## src/rtl/ipc_mbox_pkg.sv

```systemverilog
package ipc_mbox_pkg;

    // Register offsets (byte addresses within the shared window)
    localparam logic [11:0] OFS_WHOAMI = 12'h000;
    localparam logic [11:0] OFS_STATUS = 12'h050;
    localparam logic [11:0] OFS_SEND   = 12'h054;
    localparam logic [11:0] OFS_RECV   = 12'h058;

    // Status word bit positions
    localparam int unsigned ST_AVAIL   = 0;
    localparam int unsigned ST_ROOM    = 1;
    localparam int unsigned ST_WFULL   = 2;
    localparam int unsigned ST_RDEMPTY = 3;
    localparam int unsigned ST_BITS    = 4;

    typedef enum logic [1:0] {
        FIFO_EMPTY   = 2'd0,
        FIFO_PARTIAL = 2'd1,
        FIFO_FULL    = 2'd2
    } fifo_state_e;

    typedef enum logic [2:0] {
        ACC_NONE    = 3'd0,
        ACC_ID_RD   = 3'd1,
        ACC_ST_RD   = 3'd2,
        ACC_ST_WR   = 3'd3,
        ACC_DATA_WR = 3'd4,
        ACC_DATA_RD = 3'd5
    } acc_kind_e;

endpackage

```

## src/rtl/mbox_lane_decode.sv

```systemverilog
module mbox_lane_decode
    import ipc_mbox_pkg::*;
#(
    parameter int ADDR_W = 12
) (
    input  logic              valid_i,
    input  logic              write_i,
    input  logic [ADDR_W-1:0] addr_i,
    output acc_kind_e         kind_o
);

    localparam logic [ADDR_W-1:0] A_WHOAMI = ADDR_W'(OFS_WHOAMI);
    localparam logic [ADDR_W-1:0] A_STATUS = ADDR_W'(OFS_STATUS);
    localparam logic [ADDR_W-1:0] A_SEND   = ADDR_W'(OFS_SEND);
    localparam logic [ADDR_W-1:0] A_RECV   = ADDR_W'(OFS_RECV);

    always_comb begin
        kind_o = ACC_NONE;
        if (valid_i) begin
            unique case ({write_i, addr_i})
                {1'b0, A_WHOAMI}: kind_o = ACC_ID_RD;
                {1'b0, A_STATUS}: kind_o = ACC_ST_RD;
                {1'b1, A_STATUS}: kind_o = ACC_ST_WR;
                {1'b1, A_SEND}:   kind_o = ACC_DATA_WR;
                {1'b0, A_RECV}:   kind_o = ACC_DATA_RD;
                default:          kind_o = ACC_NONE;
            endcase
        end
    end

endmodule

```

## src/rtl/mbox_fifo.sv

```systemverilog
module mbox_fifo
    import ipc_mbox_pkg::*;
#(
    parameter int DEPTH  = 8,
    parameter int DATA_W = 32
) (
    input  logic              clk,
    input  logic              rst_n,
    input  logic              push_i,
    input  logic              pop_i,
    input  logic [DATA_W-1:0] wdata_i,
    output logic [DATA_W-1:0] head_o,
    output logic              empty_o,
    output logic              full_o
);

    localparam int PTR_W = (DEPTH > 1) ? $clog2(DEPTH) : 1;
    localparam int CNT_W = $clog2(DEPTH + 1);
    localparam logic [PTR_W-1:0] PTR_LAST = PTR_W'(DEPTH - 1);
    localparam logic [CNT_W-1:0] CNT_TOP  = CNT_W'(DEPTH - 1);
    localparam logic [CNT_W-1:0] CNT_ONE  = CNT_W'(1);

    fifo_state_e       state_q, state_d;
    logic [CNT_W-1:0]  count_q, count_d;
    logic [PTR_W-1:0]  wptr_q, rptr_q;
    logic [DATA_W-1:0] mem [DEPTH];

    // Next-state logic
    always_comb begin
        state_d = state_q;
        unique case (state_q)
            FIFO_EMPTY: begin
                if (push_i) state_d = (DEPTH == 1) ? FIFO_FULL : FIFO_PARTIAL;  // fill
            end
            FIFO_PARTIAL: begin
                if (push_i && !pop_i && count_q == CNT_TOP)
                    state_d = FIFO_FULL;                                         // top-off
                else if (pop_i && !push_i && count_q == CNT_ONE)
                    state_d = FIFO_EMPTY;                                        // drain
            end
            FIFO_FULL: begin
                if (pop_i && !push_i)
                    state_d = (DEPTH == 1) ? FIFO_EMPTY : FIFO_PARTIAL;          // release
            end
            default: state_d = FIFO_EMPTY;
        endcase
    end

    always_comb begin
        count_d = count_q;
        if (push_i && !pop_i) count_d = count_q + CNT_ONE;
        else if (pop_i && !push_i) count_d = count_q - CNT_ONE;
    end

    // State register
    always_ff @(posedge clk or negedge rst_n) begin
        if (!rst_n) begin
            state_q <= FIFO_EMPTY;
            count_q <= '0;
            wptr_q  <= '0;
            rptr_q  <= '0;
        end else begin
            state_q <= state_d;
            count_q <= count_d;
            if (push_i) wptr_q <= (wptr_q == PTR_LAST) ? '0 : wptr_q + PTR_W'(1);
            if (pop_i)  rptr_q <= (rptr_q == PTR_LAST) ? '0 : rptr_q + PTR_W'(1);
        end
    end

    always_ff @(posedge clk) begin
        if (push_i) mem[wptr_q] <= wdata_i;
    end

    // Outputs
    always_comb begin
        empty_o = 1'b0;
        full_o  = 1'b0;
        unique case (state_q)
            FIFO_EMPTY:   empty_o = 1'b1;
            FIFO_PARTIAL: ;
            FIFO_FULL:    full_o = 1'b1;
            default:      empty_o = 1'b1;
        endcase
        head_o = mem[rptr_q];
    end

    assert_state_matches_count_R3: assert property (@(posedge clk) disable iff (!rst_n)
        ((state_q == FIFO_EMPTY) == (count_q == '0)) &&
        ((state_q == FIFO_FULL) == (count_q == CNT_W'(DEPTH))));

    assert_no_push_when_full_R4: assert property (@(posedge clk) disable iff (!rst_n)
        push_i |-> (!full_o || pop_i));

    assert_no_pop_when_empty_R5: assert property (@(posedge clk) disable iff (!rst_n)
        pop_i |-> !empty_o);

    assert_occupancy_kept_R9: assert property (@(posedge clk) disable iff (!rst_n)
        (push_i && pop_i) |=> (count_q == $past(count_q)));

endmodule

```

## src/rtl/mbox_side_flags.sv

```systemverilog
module mbox_side_flags (
    input  logic clk,
    input  logic rst_n,
    input  logic set_wfull_i,
    input  logic set_rdempty_i,
    input  logic clear_i,
    input  logic incoming_ready_i,
    output logic wfull_o,
    output logic rdempty_o,
    output logic irq_o
);

    logic wfull_q, rdempty_q;

    always_ff @(posedge clk or negedge rst_n) begin
        if (!rst_n) begin
            wfull_q   <= 1'b0;
            rdempty_q <= 1'b0;
        end else if (clear_i) begin
            wfull_q   <= 1'b0;
            rdempty_q <= 1'b0;
        end else begin
            if (set_wfull_i)   wfull_q   <= 1'b1;
            if (set_rdempty_i) rdempty_q <= 1'b1;
        end
    end

    always_comb begin
        wfull_o   = wfull_q;
        rdempty_o = rdempty_q;
        irq_o     = incoming_ready_i | wfull_q | rdempty_q;
    end

    assert_wfull_sticky_R4: assert property (@(posedge clk) disable iff (!rst_n)
        (wfull_o && !clear_i) |=> wfull_o);

    assert_rdempty_sticky_R5: assert property (@(posedge clk) disable iff (!rst_n)
        (rdempty_o && !clear_i) |=> rdempty_o);

    assert_clear_empties_R6: assert property (@(posedge clk) disable iff (!rst_n)
        clear_i |=> (!wfull_o && !rdempty_o));

endmodule

```

## src/rtl/ipc_mailbox.sv

```systemverilog
module ipc_mailbox
    import ipc_mbox_pkg::*;
#(
    parameter int DEPTH  = 8,
    parameter int DATA_W = 32,
    parameter int ADDR_W = 12
) (
    input  logic                  clk,
    input  logic                  rst_n,
    input  logic [1:0]            acc_valid,
    input  logic [1:0]            acc_write,
    input  logic [2*ADDR_W-1:0]   acc_addr,
    input  logic [2*DATA_W-1:0]   acc_wdata,
    output logic [2*DATA_W-1:0]   acc_rdata,
    output logic [1:0]            irq
);

    localparam int SIDES = 2;

    acc_kind_e         kind  [SIDES];
    logic [DATA_W-1:0] head  [SIDES];
    logic [SIDES-1:0]  q_empty, q_full, q_push, q_pop;
    logic [SIDES-1:0]  wfull, rdempty;

    for (genvar s = 0; s < SIDES; s++) begin : g_side
        localparam int OTHER = 1 - s;

        logic [ST_BITS-1:0] status;

        mbox_lane_decode #(.ADDR_W(ADDR_W)) u_dec (
            .valid_i (acc_valid[s]),
            .write_i (acc_write[s]),
            .addr_i  (acc_addr[s*ADDR_W +: ADDR_W]),
            .kind_o  (kind[s])
        );

        // Queue s carries words from side s to side OTHER
        always_comb begin
            q_pop[s]  = (kind[OTHER] == ACC_DATA_RD) && !q_empty[s];
            q_push[s] = (kind[s] == ACC_DATA_WR) && (!q_full[s] || q_pop[s]);
        end

        mbox_fifo #(.DEPTH(DEPTH), .DATA_W(DATA_W)) u_fifo (
            .clk     (clk),
            .rst_n   (rst_n),
            .push_i  (q_push[s]),
            .pop_i   (q_pop[s]),
            .wdata_i (acc_wdata[s*DATA_W +: DATA_W]),
            .head_o  (head[s]),
            .empty_o (q_empty[s]),
            .full_o  (q_full[s])
        );

        mbox_side_flags u_flags (
            .clk              (clk),
            .rst_n            (rst_n),
            .set_wfull_i      ((kind[s] == ACC_DATA_WR) && !q_push[s]),
            .set_rdempty_i    ((kind[s] == ACC_DATA_RD) && q_empty[OTHER]),
            .clear_i          (kind[s] == ACC_ST_WR),
            .incoming_ready_i (!q_empty[OTHER]),
            .wfull_o          (wfull[s]),
            .rdempty_o        (rdempty[s]),
            .irq_o            (irq[s])
        );

        always_comb begin
            status             = '0;
            status[ST_AVAIL]   = !q_empty[OTHER];
            status[ST_ROOM]    = !q_full[s];
            status[ST_WFULL]   = wfull[s];
            status[ST_RDEMPTY] = rdempty[s];
        end

        always_comb begin
            unique case (kind[s])
                ACC_ID_RD:   acc_rdata[s*DATA_W +: DATA_W] = DATA_W'(s);
                ACC_ST_RD:   acc_rdata[s*DATA_W +: DATA_W] = DATA_W'(status);
                ACC_DATA_RD: acc_rdata[s*DATA_W +: DATA_W] =
                                 q_empty[OTHER] ? '0 : head[OTHER];
                default:     acc_rdata[s*DATA_W +: DATA_W] = '0;
            endcase
        end

        assert_push_raises_partner_irq_R7: assert property (@(posedge clk) disable iff (!rst_n)
            q_push[s] |=> irq[OTHER]);

        assert_push_visible_next_R2: assert property (@(posedge clk) disable iff (!rst_n)
            q_push[s] |=> !q_empty[s]);
    end

endmodule

```

## config.mk

```make
export PLATFORM = sky130hd
export DESIGN_NAME = ipc_mailbox
export DESIGN_NICKNAME = d
export VERILOG_FILES = /design/src/rtl/ipc_mbox_pkg.sv /design/src/rtl/mbox_lane_decode.sv /design/src/rtl/mbox_fifo.sv /design/src/rtl/mbox_side_flags.sv /design/src/rtl/ipc_mailbox.sv
export SDC_FILE = /design/constraint.sdc
export NUM_CORES = 1
export LEC_CHECK = 0
export ABC_AREA = 1
export CORE_MARGIN = 8
export CORE_UTILIZATION = 51
export DETAILED_ROUTE_END_ITERATION = 10
export DONT_BUFFER_PORTS = 1
export HOLD_SLACK_MARGIN = 0.02
export PLACE_DENSITY = 0.66
export SYNTH_ARGS = -nofsm -noshare
export SYNTH_HDL_FRONTEND = slang
export SYNTH_SLANG_ARGS = --single-unit
```

## constraint.sdc

```tcl
create_clock -name clk -period 5.4 [get_ports clk]
set_input_delay 0.81 -clock clk [delete_from_list [all_inputs] [get_ports clk]]
set_output_delay 0.81 -clock clk [all_outputs]
set_load 0.05 [all_outputs]
```

==> impl_metrics.ini <==
[run_status]
status = finished clean

[finish]
area_growth_pct = 11.6
nNetsFinal = 1891
drive_gt1_frac = 0.103
layout_commonest_cell = edfxtp_1
final_cell_mix = edfxtp_1, nand2_1, nand3_1
antenna_cells = 0

[yosys]
synth_edf_count = 512
syn_nets = 1887
syn-instance-count = 1767
seq_area_frac_synth = 0.727
synth_cell_types = 38
syn_area_per_cell_sq_um = 12.5
synth_flop_cell = edfxtp_1
syn-cell-area_sq_mm = 0.0221
yosysWarnings = 0
ys_ff_latch = 540
async_flop_share = 0.0519

[worst_setup_path]
worstPathRequired_ns = 4.59
crit_buf_inv = 2
r2r.worst_path.cells = 9
slowest_stage = dfrtp_4
end_kind = output pin
path_max_fanout = 118
r2r_slack_ns = 2.50
crit_type = flop to output pin
cp_top_family = compound AO/OA/AOI/OAI gates
worst_r2r_endpoint = g_side[0].u_fifo.mem[7][24]
rr_startpoint = g_side[0].u_fifo.state_q[0]
path_cells = clkinv_2, buf_12, nand2_1, a221oi_1, o21a_1
cpPeakStageDelay_ns = 0.71
cp-start-kind = flop
arrival_ns = 3.39

[cts]
clkTransAtPathRegs_ns = 0.07
numCtsBuffers = 55
clock_latency_ns = 0.61
post_cts_resized = 0
clock_sinks = 540
cts.htree.levels = 2
cts_tree = built
cts_max_path_buffers = 3
clockRootBuffer = clkbuf_16

[routing]
wl_um = 51400
drt_iter0_markers = 1275
drcViolationCount = 0
viasPerCell = 5.75
wl_per_cell_um = 21.4
first_pass_iters = 5
via_count = 13800
ant_nets = 0

[timing]
slew_headroom = 0.250
worst_slew_pin_slew_ns = 1.12
rsz0062_at_grt = false
finalHoldViolCount = 0
fin_tns_setup_ns = 0
setup_violations = 0
layout_min_cycle_time_ns = 4.20
fin_worst_skew_ns = 0.0308
layout_setup_ws_ns = 1.20
slew_violations = 0
period_share = 0.777
fmax_mhz = 238

[floorplanning]
die-area_sq_mm = 0.0503
core_sq_mm = 0.0430
rows = 76
initial_core_util = 0.515
num_io_pins = 160
die_y_um = 224
die_x_um = 224

[pwr]
power_w = 0.00836
power_leakage_nw = 8.38
p_per_area_mw_per_mm2 = 338
ir_worst_vdd_mv = 0.360

[grt]
grt_pass1_vias = 13300
gr-total-overflow = 0
antenna_found_initial = 0
grtUsageTotal = 0.200
grt_max_degree = 119
grt_pass1_wl_um = 78800

[placement]
numPortBuffers = 0
pre_cts_slack_ns = 1.48
hpwlAfterDp_um = 28000
gp_congestion = 0.799

[worst_hold_path]
min_path_cells = 0
min_path_type = input pin to flop
min_from = acc_wdata[7]
hold_end = g_side[0].u_fifo.mem[3][7]

[job]
cap_violations = 0
[flip-flops by register name, summed over array words and instances, names as in the netlist]
| register | cells |
|---|---|
| g_side.u_fifo.count_q | 8 |
| g_side.u_fifo.mem | 512 |
| g_side.u_fifo.rptr_q | 6 |
| g_side.u_fifo.state_q | 4 |
| g_side.u_fifo.wptr_q | 6 |
| g_side.u_flags.rdempty_o | 2 |
| g_side.u_flags.wfull_o | 2 |
[cell usage after synthesis, types with 3 or more instances]
cell type | number | area share
o221ai_1 | 11 | 0.0044
o21a_1 | 27 | 0.0092
nand3_1 | 195 | 0.044
a21oi_1 | 138 | 0.031
nand2_1 | 412 | 0.070
nor3_1 | 18 | 0.0041
o31ai_1 | 3 | 0.0010
a21oi_2 | 10 | 0.0040
nor2_1 | 70 | 0.012
xor2_1 | 6 | 0.0024
nand4_1 | 4 | 0.0011
o22ai_1 | 10 | 0.0028
nand2_2 | 3 | 0.00085
o21ai_0 | 52 | 0.012
buf_1 | 4 | 0.00068
inv_2 | 5 | 0.00085
edfxtp_1 | 512 | 0.69
dfrtp_1 | 28 | 0.032
ha_1 | 26 | 0.015
inv_1 | 54 | 0.0092
buf_2 | 4 | 0.00090
nor2_2 | 5 | 0.0014
clkbuf_1 | 94 | 0.016
a221oi_1 | 56 | 0.022
[kinds of logic after synthesis]
| family | Yosys count | synth area share |
|---|---|---|
| AOI/OAI and AO/OA | 309 | 0.0873 |
| xor gates and xnor gates | 8 | 0.00317 |
| adders and majority gates | 26 | 0.0147 |
| buffers and inverters | 165 | 0.0292 |
| DFF | 540 | 0.727 |
| and+or+nand+nor | 719 | 0.139 |
[through the flow]
stage                     hold slack, ns   util  area, sq um  cells
after floorplan                    0.474      -        22100   1767
after global placement             0.512  0.534        22900   2297
final                              0.289  0.575        24700   2400
after detailed placement           0.516  0.534        22900   2297
after global routing               0.264  0.575        24700   2400
after CTS                          0.267  0.575        24700   2400
[worst max-delay path by stage]
stage	from	cells past startpoint	to
after floorplan	acc_addr[9]	9	g_side[1].u_fifo.mem[2][0]
after global placement	acc_addr[5]	9	acc_rdata[10]
after detailed placement	acc_addr[1]	9	acc_rdata[4]
after CTS	g_side[0].u_fifo.rptr_q[0]	6	acc_rdata[32]
after global routing	g_side[0].u_fifo.rptr_q[0]	4	acc_rdata[42]
final	g_side[0].u_fifo.rptr_q[0]	5	acc_rdata[62]
[cell type report]
| type | count | area [sq um] |
|---|---|---|
| clock buffers | 61 | 1400 |
| well taps | 585 | 732 |
| multi-input cells | 1062 | 5490 |
| flip-flops and latches | 540 | 16100 |
| repair buffers | 53 | 438 |
| clock inverters | 40 | 328 |
| inverters | 59 | 224 |
| fillers | 3423 | 18300 |
[power breakdown]
part           switching, W  internal (W)
clock network       0.00155       0.00210
registers         0.0000101       0.00459
logic             0.0000709     0.0000375
[metal layers]
metal	track usage	up-vias	share of wire
li1	-	6460	-
met1	0.277	6787	0.43
met2	0.317	466	0.47
met3	0.0507	75	0.085
met4	0.0481	0	0.019
met5	0	-	0
[repair_timing]
action / 4_1_cts / 5_1_grt
hold buffers: 2 / 0
buffers inserted: 0 / 0
hold endpoints to repair: 28 / 0
No activity file was read; power rests on OpenSTA's default activity.
